`config.mk`:
```
export PLATFORM = sky130hd
export DESIGN_NAME = ext_irq_ctrl
export DESIGN_NICKNAME = d
export VERILOG_FILES = /design/src/rtl/ext_irq_pkg.sv /design/src/rtl/rst_sync.sv /design/src/rtl/pin_sync.sv /design/src/rtl/ext_sense_unit.sv /design/src/rtl/pc_detect_unit.sv /design/src/rtl/ext_irq_ctrl.sv
export SDC_FILE = /design/constraint.sdc
export NUM_CORES = 1
export LEC_CHECK = 0
export ABC_AREA = 0
export CAP_MARGIN = 0
export CORE_MARGIN = 1
export CORE_UTILIZATION = 37
export DETAILED_ROUTE_END_ITERATION = 7
export PLACE_DENSITY_LB_ADDON = 0.2
export SYNTH_ARGS = -nofsm -noshare
export SYNTH_HDL_FRONTEND = slang
export SYNTH_HIERARCHICAL = 1
export SYNTH_SLANG_ARGS = --single-unit
```
`constraint.sdc`:
```
create_clock -name clk -period 1.1 [get_ports clk]
set_input_delay 0.22 -clock clk [delete_from_list [all_inputs] [get_ports clk]]
set_output_delay 0.22 -clock clk [all_outputs]
set_load 0.02 [all_outputs]
```
`src/rtl/ext_irq_pkg.sv`:
```
package ext_irq_pkg;

  typedef enum logic [1:0] {
    SENSE_LOW  = 2'b00,
    SENSE_OFF  = 2'b01,
    SENSE_FALL = 2'b10,
    SENSE_RISE = 2'b11
  } sense_e;

  localparam int SENSE_W = 2;

endpackage

```
`src/rtl/rst_sync.sv`:
```
module rst_sync #(
  parameter int STAGES = 2
) (
  input  logic clk,
  input  logic rst_n,
  output logic rst_sync_n
);

  logic [STAGES-1:0] chain_q;
  logic [STAGES-1:0] chain_d;

  always_comb begin
    chain_d = {chain_q[STAGES-2:0], 1'b1};
  end

  always_ff @(posedge clk or negedge rst_n) begin
    if (!rst_n) chain_q <= '0;
    else        chain_q <= chain_d;
  end

  assign rst_sync_n = chain_q[STAGES-1];

endmodule

```
`src/rtl/pin_sync.sv`:
```
module pin_sync #(
  parameter int          W       = 1,
  parameter int          STAGES  = 2,
  parameter logic [W-1:0] RST_VAL = '1
) (
  input  logic         clk,
  input  logic         rst_n,
  input  logic [W-1:0] din_i,
  output logic [W-1:0] dout_o
);

  localparam int CHAIN_W = W * STAGES;

  logic [CHAIN_W-1:0] chain_q;
  logic [CHAIN_W-1:0] chain_d;

  always_comb begin
    chain_d[W-1:0] = din_i;
    for (int s = 1; s < STAGES; s++) begin
      chain_d[s*W +: W] = chain_q[(s-1)*W +: W];
    end
  end

  always_ff @(posedge clk or negedge rst_n) begin
    if (!rst_n) chain_q <= {STAGES{RST_VAL}};
    else        chain_q <= chain_d;
  end

  assign dout_o = chain_q[(STAGES-1)*W +: W];

endmodule

```
`src/rtl/ext_sense_unit.sv`:
```
module ext_sense_unit
  import ext_irq_pkg::*;
(
  input  logic   clk,
  input  logic   rst_n,
  input  logic   io_clk_en_i,
  input  logic   lvl_i,
  input  sense_e mode_i,
  input  logic   en_i,
  input  logic   ack_i,
  output logic   flag_o,
  output logic   irq_o,
  output logic   wake_o
);

  logic prev_q;
  logic flag_q;
  logic flag_d;
  logic flag_upd;
  logic edge_seen;
  logic edge_hit;
  logic level_hit;
  logic edge_mode;

  // next state
  always_comb begin
    case (mode_i)
      SENSE_FALL: edge_seen = prev_q & ~lvl_i;
      SENSE_RISE: edge_seen = ~prev_q & lvl_i;
      default:    edge_seen = 1'b0;
    endcase
    edge_hit  = edge_seen & io_clk_en_i;
    level_hit = (mode_i == SENSE_LOW) & ~lvl_i;
    edge_mode = (mode_i == SENSE_FALL) | (mode_i == SENSE_RISE);
    flag_upd  = edge_hit | ack_i;
    flag_d    = flag_q;
    if (ack_i)    flag_d = 1'b0;
    if (edge_hit) flag_d = 1'b1;
  end

  // registers
  always_ff @(posedge clk or negedge rst_n) begin
    if (!rst_n) begin
      prev_q <= 1'b1;
      flag_q <= 1'b0;
    end else begin
      prev_q <= lvl_i;
      if (flag_upd) flag_q <= flag_d;
    end
  end

  assign flag_o = flag_q;
  assign irq_o  = en_i & (level_hit | (edge_mode & flag_q));
  assign wake_o = en_i & level_hit;

  // a flag can only appear on a cycle where the I/O clock ran
  assert_edge_needs_ioclk_R4: assert property (
    @(posedge clk) disable iff (!rst_n)
    $rose(flag_q) |-> $past(io_clk_en_i)
  );

  // a flag only falls after an acknowledge
  assert_flag_clears_on_ack_R6: assert property (
    @(posedge clk) disable iff (!rst_n)
    $fell(flag_q) |-> $past(ack_i)
  );

endmodule

```
`src/rtl/pc_detect_unit.sv`:
```
module pc_detect_unit #(
  parameter int W = 8
) (
  input  logic         clk,
  input  logic         rst_n,
  input  logic [W-1:0] lvl_i,
  input  logic [W-1:0] mask_i,
  input  logic         en_i,
  input  logic         ack_i,
  output logic         flag_o,
  output logic         irq_o
);

  logic [W-1:0] prev_q;
  logic [W-1:0] toggled;
  logic         hit;
  logic         flag_q;
  logic         flag_d;
  logic         flag_upd;

  // next state
  always_comb begin
    toggled  = (lvl_i ^ prev_q) & mask_i;
    hit      = |toggled;
    flag_upd = hit | ack_i;
    flag_d   = flag_q;
    if (ack_i) flag_d = 1'b0;
    if (hit)   flag_d = 1'b1;
  end

  // registers
  always_ff @(posedge clk or negedge rst_n) begin
    if (!rst_n) begin
      prev_q <= '1;
      flag_q <= 1'b0;
    end else begin
      prev_q <= lvl_i;
      if (flag_upd) flag_q <= flag_d;
    end
  end

  assign flag_o = flag_q;
  assign irq_o  = en_i & flag_q;

  // the shared flag only falls after an acknowledge
  assert_pc_clear_on_ack_R6: assert property (
    @(posedge clk) disable iff (!rst_n)
    $fell(flag_q) |-> $past(ack_i)
  );

endmodule

```
`src/rtl/ext_irq_ctrl.sv`:
```
module ext_irq_ctrl
  import ext_irq_pkg::*;
#(
  parameter int NUM_EXT     = 2,
  parameter int PC_WIDTH    = 8,
  parameter int SYNC_STAGES = 2
) (
  input  logic                    clk,
  input  logic                    rst_n,
  input  logic                    io_clk_en,
  input  logic [NUM_EXT-1:0]      ext_pad_in,
  input  logic [NUM_EXT-1:0]      ext_oe,
  input  logic [NUM_EXT-1:0]      ext_out,
  input  logic [2*NUM_EXT-1:0]    ext_sense,
  input  logic [NUM_EXT-1:0]      ext_en,
  input  logic [NUM_EXT-1:0]      ext_ack,
  input  logic [PC_WIDTH-1:0]     pc_pad_in,
  input  logic [PC_WIDTH-1:0]     pc_oe,
  input  logic [PC_WIDTH-1:0]     pc_out,
  input  logic [PC_WIDTH-1:0]     pc_mask,
  input  logic                    pc_en,
  input  logic                    pc_ack,
  output logic [NUM_EXT-1:0]      ext_flag,
  output logic [NUM_EXT-1:0]      ext_irq,
  output logic                    pc_flag,
  output logic                    pc_irq,
  output logic                    wake_req
);

  localparam int RST_STAGES = 2;

  logic                rst_core_n;
  logic [NUM_EXT-1:0]  ext_pin_val;
  logic [PC_WIDTH-1:0] pc_pin_val;
  logic [NUM_EXT-1:0]  ext_lvl;
  logic [PC_WIDTH-1:0] pc_lvl;
  logic [NUM_EXT-1:0]  ext_wake;

  rst_sync #(.STAGES(RST_STAGES)) u_rst_sync (
    .clk        (clk),
    .rst_n      (rst_n),
    .rst_sync_n (rst_core_n)
  );

  // pin value seen by the sensing logic: driven value wins when the driver is on
  always_comb begin
    ext_pin_val = (ext_oe & ext_out) | (~ext_oe & ext_pad_in);
    pc_pin_val  = (pc_oe & pc_out) | (~pc_oe & pc_pad_in);
  end

  pin_sync #(.W(NUM_EXT), .STAGES(SYNC_STAGES), .RST_VAL('1)) u_ext_sync (
    .clk    (clk),
    .rst_n  (rst_core_n),
    .din_i  (ext_pin_val),
    .dout_o (ext_lvl)
  );

  pin_sync #(.W(PC_WIDTH), .STAGES(SYNC_STAGES), .RST_VAL('1)) u_pc_sync (
    .clk    (clk),
    .rst_n  (rst_core_n),
    .din_i  (pc_pin_val),
    .dout_o (pc_lvl)
  );

  for (genvar i = 0; i < NUM_EXT; i++) begin : g_ext
    ext_sense_unit u_sense (
      .clk         (clk),
      .rst_n       (rst_core_n),
      .io_clk_en_i (io_clk_en),
      .lvl_i       (ext_lvl[i]),
      .mode_i      (sense_e'(ext_sense[SENSE_W*i +: SENSE_W])),
      .en_i        (ext_en[i]),
      .ack_i       (ext_ack[i]),
      .flag_o      (ext_flag[i]),
      .irq_o       (ext_irq[i]),
      .wake_o      (ext_wake[i])
    );

    // no request leaves a disabled pin
    assert_irq_needs_enable_R7: assert property (
      @(posedge clk) disable iff (!rst_core_n)
      ext_irq[i] |-> ext_en[i]
    );
  end

  pc_detect_unit #(.W(PC_WIDTH)) u_pc (
    .clk    (clk),
    .rst_n  (rst_core_n),
    .lvl_i  (pc_lvl),
    .mask_i (pc_mask),
    .en_i   (pc_en),
    .ack_i  (pc_ack),
    .flag_o (pc_flag),
    .irq_o  (pc_irq)
  );

  assign wake_req = (|ext_wake) | pc_irq;

  // a wake request is always backed by a visible request
  assert_wake_has_request_R9: assert property (
    @(posedge clk) disable iff (!rst_core_n)
    wake_req |-> ((|ext_irq) || pc_irq)
  );

  // the shared flag only rises after the synchronized group changed
  assert_pc_flag_after_change_R5: assert property (
    @(posedge clk) disable iff (!rst_core_n)
    $rose(pc_flag) |-> ($past(pc_lvl) != $past(pc_lvl, 2))
  );

endmodule

```
## Yosys cells after proc, flatten, opt, wreduce, memory -nomap -nowiden

Index checks and enable logic that the tools add are counted.

| word-level totals | value |
|---|---|
| register bits after elaboration | 35 |
| logic and storage cells | 68 |
| memories kept | 0 |
| RAM bits | 0 |
| input bits | 51 |
| ROM bits | 0 |
| bits in latches | 0 |
| output and inout bits | 7 |

| operators by class | value |
|---|---|
| $mul | 0 |
| add/sub/neg operators | 0 |
| reductions and logical operators | 10 |
| div/mod/pow operators | 0 |
| mux-type cells | 8 |
| $lt $le $gt $ge | 0 |
| bitwise operators | 37 |
| shifts and indexed selects | 0 |
| equal/unequal tests | 4 |

Operator list:

| operator | number |
|---|---|
| AND 8 bit | 3 |
| AND 1 bit | 15 |
| equality test 2 bit (second input constant) | 4 |
| NOT 8 bit | 1 |
| bitwise OR 1 bit | 8 |
| bitwise OR 8 bit | 1 |
| OR reduction 8 bit | 1 |
| bitwise XOR 8 bit | 1 |
| 2-to-1 mux 1 bit | 6 |
| AND reduction 2 bit | 3 |
| nonzero test 2 bit | 3 |
| AND 2 bit | 2 |
| zero test 2 bit | 2 |
| NOT 1 bit | 4 |
| one-hot mux 1 bit (2 select lines) | 2 |
| NOT 2 bit | 1 |
| bitwise OR 2 bit | 1 |
| OR reduction 2 bit | 1 |

## Depth between registers and ports, before layout

| depth | value |
|---|---|
| depth in word-level cells | 6 |
| depth in mapped cells | 5 |

## Modules after synthesis

Netlist, hierarchy kept.

By module, submodules not included:

| module | area each (µm²) | cells an instance | instances |
|---|---|---|---|
| pin_sync at u_pc_sync | 480.5 | 24 | 1 |
| pc_detect_unit | 361.6 | 24 | 1 |
| ext_sense_unit | 113.9 | 9 | 2 |
| pin_sync at u_ext_sync | 120.1 | 6 | 1 |
| ext_irq_ctrl | 118.9 | 11 | 1 |
| rst_sync | 53.8 | 3 | 1 |

## Least setup slack after synthesis

Ideal clock, no wire load.

| timing | value |
|---|---|
| path kind | register -> output |
| from | register u_ext_sync.chain_q[3] |
| to | output port wake_req |
| arrival | 1.115 ns |
| data required time | 0.880 ns |
| buffers on the path | 1 |
| path slack | -0.235 ns |
| cell stages (with the launch flop) | 4 |
| cell sequence | dfstp_2 buf_4 nor4b_4 or3_1 |

| between the ends | value |
|---|---|
| longest elaborated chain between the ends | 5 |

Ends and longest elaborated chain:

| element | RTL line | source |
|---|---|---|
| from (decl) | pin_sync.sv:14 | `logic [CHAIN_W-1:0] chain_q;` |
| from (signal assigned) | pin_sync.sv:25 | `if (!rst_n) chain_q <= {STAGES{RST_VAL}};` |
| from (signal assigned) | pin_sync.sv:26 | `else chain_q <= chain_d;` |
| NOT 1 bit | ext_sense_unit.sv:33 | `level_hit = (mode_i == SENSE_LOW) & ~lvl_i;` |
| AND 1 bit | ext_sense_unit.sv:33 |  |
| AND 1 bit | ext_sense_unit.sv:54 | `assign wake_o = en_i & level_hit;` |
| via ext_wake[1] | ext_irq_ctrl.sv:37 | `logic [NUM_EXT-1:0] ext_wake;` |
| OR reduction 2 bit | ext_irq_ctrl.sv:97 | `assign wake_req = (\|ext_wake) \| pc_irq;` |
| bitwise OR 1 bit | ext_irq_ctrl.sv:97 |  |
| to (decl) | ext_irq_ctrl.sv:27 | `output logic wake_req` |

The timed path passes the listed nets, and every way through them passes these cells.

## Worst setup path in the final report

Ends and elaborated chain as after synthesis.

==> impl_metrics.csv <==
group,metric,value,unit
outcome,status,"finished, violations left",
outcome,violations,"negative setup slack",
layout,areaGrowthSynthToFinish,58.2,%
timing,fmax,614,MHz
synth,ys_seq_area_share,67.0,%
timing,period_share,148,%
synth,mappedNetlistNets,137,
pwr,power.switching,0.613,mW
setup_path,worstPathRequired,0.88,ns
pwr,combPwrFrac,16.3,%
pwr,p_int,2.27,mW
synth,synth_area_leaders,"dfstp_2 (58%), dfrtp_1 (9.2%), mux2_2 (8.3%)",
pwr,p_per_area,1340,mW/mm^2
detailed_routing,drtIter0Drc,34,
synth,synth_area_leader_cell,"dfstp_2",
setup_path,cp_max_fo,2,
placement,place_inst,190,
pwr,ir_drop,1.04,mV
clock_tree,numCtsBuffers,5,
layout,nFillCells,270,
clock_tree,clkSinkCount,35,
setup_path,crit_path_end_kind,"primary output",
detailed_routing,route.detailed.drc,0,
die,num_io_pins,58,
synth,syn_area,0.00136,mm^2
synth,synth.distinct_cells,21,
synth,async_flop_share,100,%
synth,yosysWarnings,6,
detailed_routing,wl_per_cell,12.6,um
timing,rsz0062_at_grt,"true",
setup_path,startpoint_type,"flip-flop",
setup_path,arrival,1.41,ns
timing,setup_violations,9,
synth,ys_ff_latch,35,
global_route,grt_pass1_wl,4200,um
clock_tree,h-tree-depth,2,
global_route,grt_pass1_vias,998,
timing,maxSlewViolCount,0,
timing,hold_viol,0,
clock_tree,root_buffer,"clkbuf_8",
setup_path,r2r_slack,-0.17,ns
clock_tree,path_clk_slew,0.07,ns
timing,worst_hold_slack,0.105,ns
synth,ys.flop_type,"dfstp_2",
pwr,clkPwrFrac,31.5,%
timing,skew,0.00724,ns
pwr,p_sw_share,21.3,%
clock_tree,cts_tree,"yes",
synth,synth.top_cell.area_share,57.9,%
timing,setup_slack,-0.527,ns
global_route,grt_use_total,14.3,%
clock_tree,clk_path_buf_depth,2,
die,start_util,39.6,%
setup_path,criticalPathCategory,"flip-flop to primary output",
layout,drive_gt1_share,50.0,%
job,maxCapViolations,0,
global_route,grt_overflow,0,
clock_tree,clkLatencyLatePin,0.28,ns
setup_path,r2r_cells,3,
die,dieArea,0.00393,mm^2
global_route,antenna_found_initial,0,
detailed_routing,dr.pass1.iters,4,
placement,dp_hpwl,1950,um
placement,place_congestion,0.758,
placement,port_buffers,57,
hold_path,hp-class,"primary input to asynchronous set/reset pin",
detailed_routing,antenna_left,0,
pwr,seqPwrFrac,52.1,%
layout,diodes,0,
setup_path,worstReg2RegStart,"u_pc_sync/chain_q[14]",
setup_path,crit_start,"u_ext_sync/chain_q[3]",
layout,post-route-util,62.6,%
setup_path,reg2reg_to,"u_pc/flag_o",
clock_tree,hold_buffers,0,
detailed_routing,vias_per_cell,4.52,
die,die_x,62.7,um
setup_path,crit_end,"wake_req",
synth,syn_avg_cell_area,15.8,um^2
die,fp.dieH,62.7,um
pwr,leakage,0.900,nW
die,core_area,0.00344,mm^2
global_route,grt_max_degree,22,
synth,synthCells,86,
synth,synth-edff-count,0,
die,rows,21,
layout,layout.cells.non_filler,200,
layout,layout.nets,204,
timing,finalCriticalPeriod,1.63,ns
detailed_routing,num_vias,903,
detailed_routing,routed_wl,2510,um
==> timing repair <==
action / 4_1_cts / 5_1_grt
setup buffers: 0 / 3
pin swaps: 5 / 3
gates resized for setup: 49 / 6
setup endpoints to repair: 10 / 10
==> cell usage after synthesis (2+ instances only) <==
cell	count
dfstp_2	30
o22ai_1	2
a31o_2	2
nor4b_4	2
xor2_1	8
nand2_1	2
dfrtp_1	5
nand2b_1	2
buf_4	10
a32o_1	2
mux2_2	10
inv_1	2
==> kinds of logic after synthesis <==
logic type	synth area share (%)
xor+xnor	5.14
mux	8.26
simple gates	6.70
flops	67.0
other cells	0.275
compound gates	6.52
buf+inv	6.06
==> per-stage QoR <==
step           power, mW  setup TNS [ns]  area (um^2)  worst slack [ns]
2_1_floorplan       1.71          -0.339         1380            -0.175
3_3_place_gp        1.94           -4.09         2000            -0.853
3_5_place_dp        1.96           -4.40         2000            -0.910
4_1_cts             2.91           -1.69         2120            -0.530
5_1_grt             3.04           -2.16         2160            -0.572
6_report            2.88           -1.78         2160            -0.527
==> cells in the final DEF (no fill, tap or decap) <==
master / instances
dlygate4sd2_1: 3
dfrtp_1: 5
nand3_1: 1
a31o_2: 1
clkinv_2: 1
nand2b_1: 2
a21oi_1: 1
and2_4: 1
nor2b_1: 1
clkdlybuf4s50_1: 46
nand2_1: 1
nor4b_4: 2
dlymetal6s2s_1: 1
or3_4: 1
a22o_1: 1
mux2_2: 10
a221oi_2: 1
conb_1: 1
a222oi_1: 1
a31o_4: 1
o22ai_2: 2
a32o_1: 2
buf_4: 11
inv_1: 2
xor2_1: 8
buf_6: 9
clkbuf_1: 1
dfstp_2: 30
nand2_4: 1
clkbuf_8: 6
==> power groups by stage <==
stage,Combinational (mW),Clock (mW),Sequential [mW]
CTS,0.462,0.950,1.50
floorplan,0.192,0,1.52
global placement,0.434,0,1.51
detailed placement,0.447,0,1.52
finish,0.470,0.908,1.50
global route,0.505,1.03,1.51
==> critical path: stages (launching register included) <==
cell and delay (ns):
dfstp_2 0.56, nor4b_4 0.06, or3_4 0.37, buf_6 0.14
==> state kept, by name, summed over array words and instances, names as in the netlist <==
signal / cells
g_ext.u_sense/flag_o: 2
u_pc/prev_q: 8
u_rst_sync/chain_q: 2
u_ext_sync/chain_q: 4
u_pc_sync/chain_q: 16
g_ext.u_sense/prev_q: 2
u_pc/flag_o: 1
==> area by class of cell <==
| type | count | area (um^2) | area share, % |
|---|---|---|---|
| well taps | 46 | 57.6 | 2.67 |
| clock buffers | 7 | 86.3 | 4.00 |
| clock inverters | 1 | 5.00 | 0.232 |
| flip-flops and latches | 35 | 913 | 42.4 |
| repair buffers | 70 | 683 | 31.7 |
| inverters | 2 | 7.51 | 0.348 |
| multi-input cells | 39 | 403 | 18.7 |
==> worst min path at each step <==
stage	to	startpoint	cells past startpoint
final	u_rst_sync/chain_q[1]	rst_n	1
after CTS	u_rst_sync/chain_q[0]	rst_n	1
after floorplan	u_rst_sync/chain_q[0]	rst_n	0
after global routing	u_rst_sync/chain_q[1]	rst_n	1
after detailed placement	u_pc/flag_o	u_rst_sync/chain_q[1]	1
after global placement	g_ext[1].u_sense/flag_o	u_rst_sync/chain_q[1]	1
==> per-layer routing <==
| metal | vias up | GRT usage, % | share of wire [%] |
|---|---|---|---|
| li1 | 420 | - | - |
| met3 | 4 | 6.02 | 5.7 |
| met2 | 42 | 24.9 | 56 |
| met5 | - | 0 | 0 |
| met1 | 437 | 14.7 | 37 |
| met4 | 0 | 7.27 | 1.1 |
Note: power is estimated with default switching activity, not from simulation.
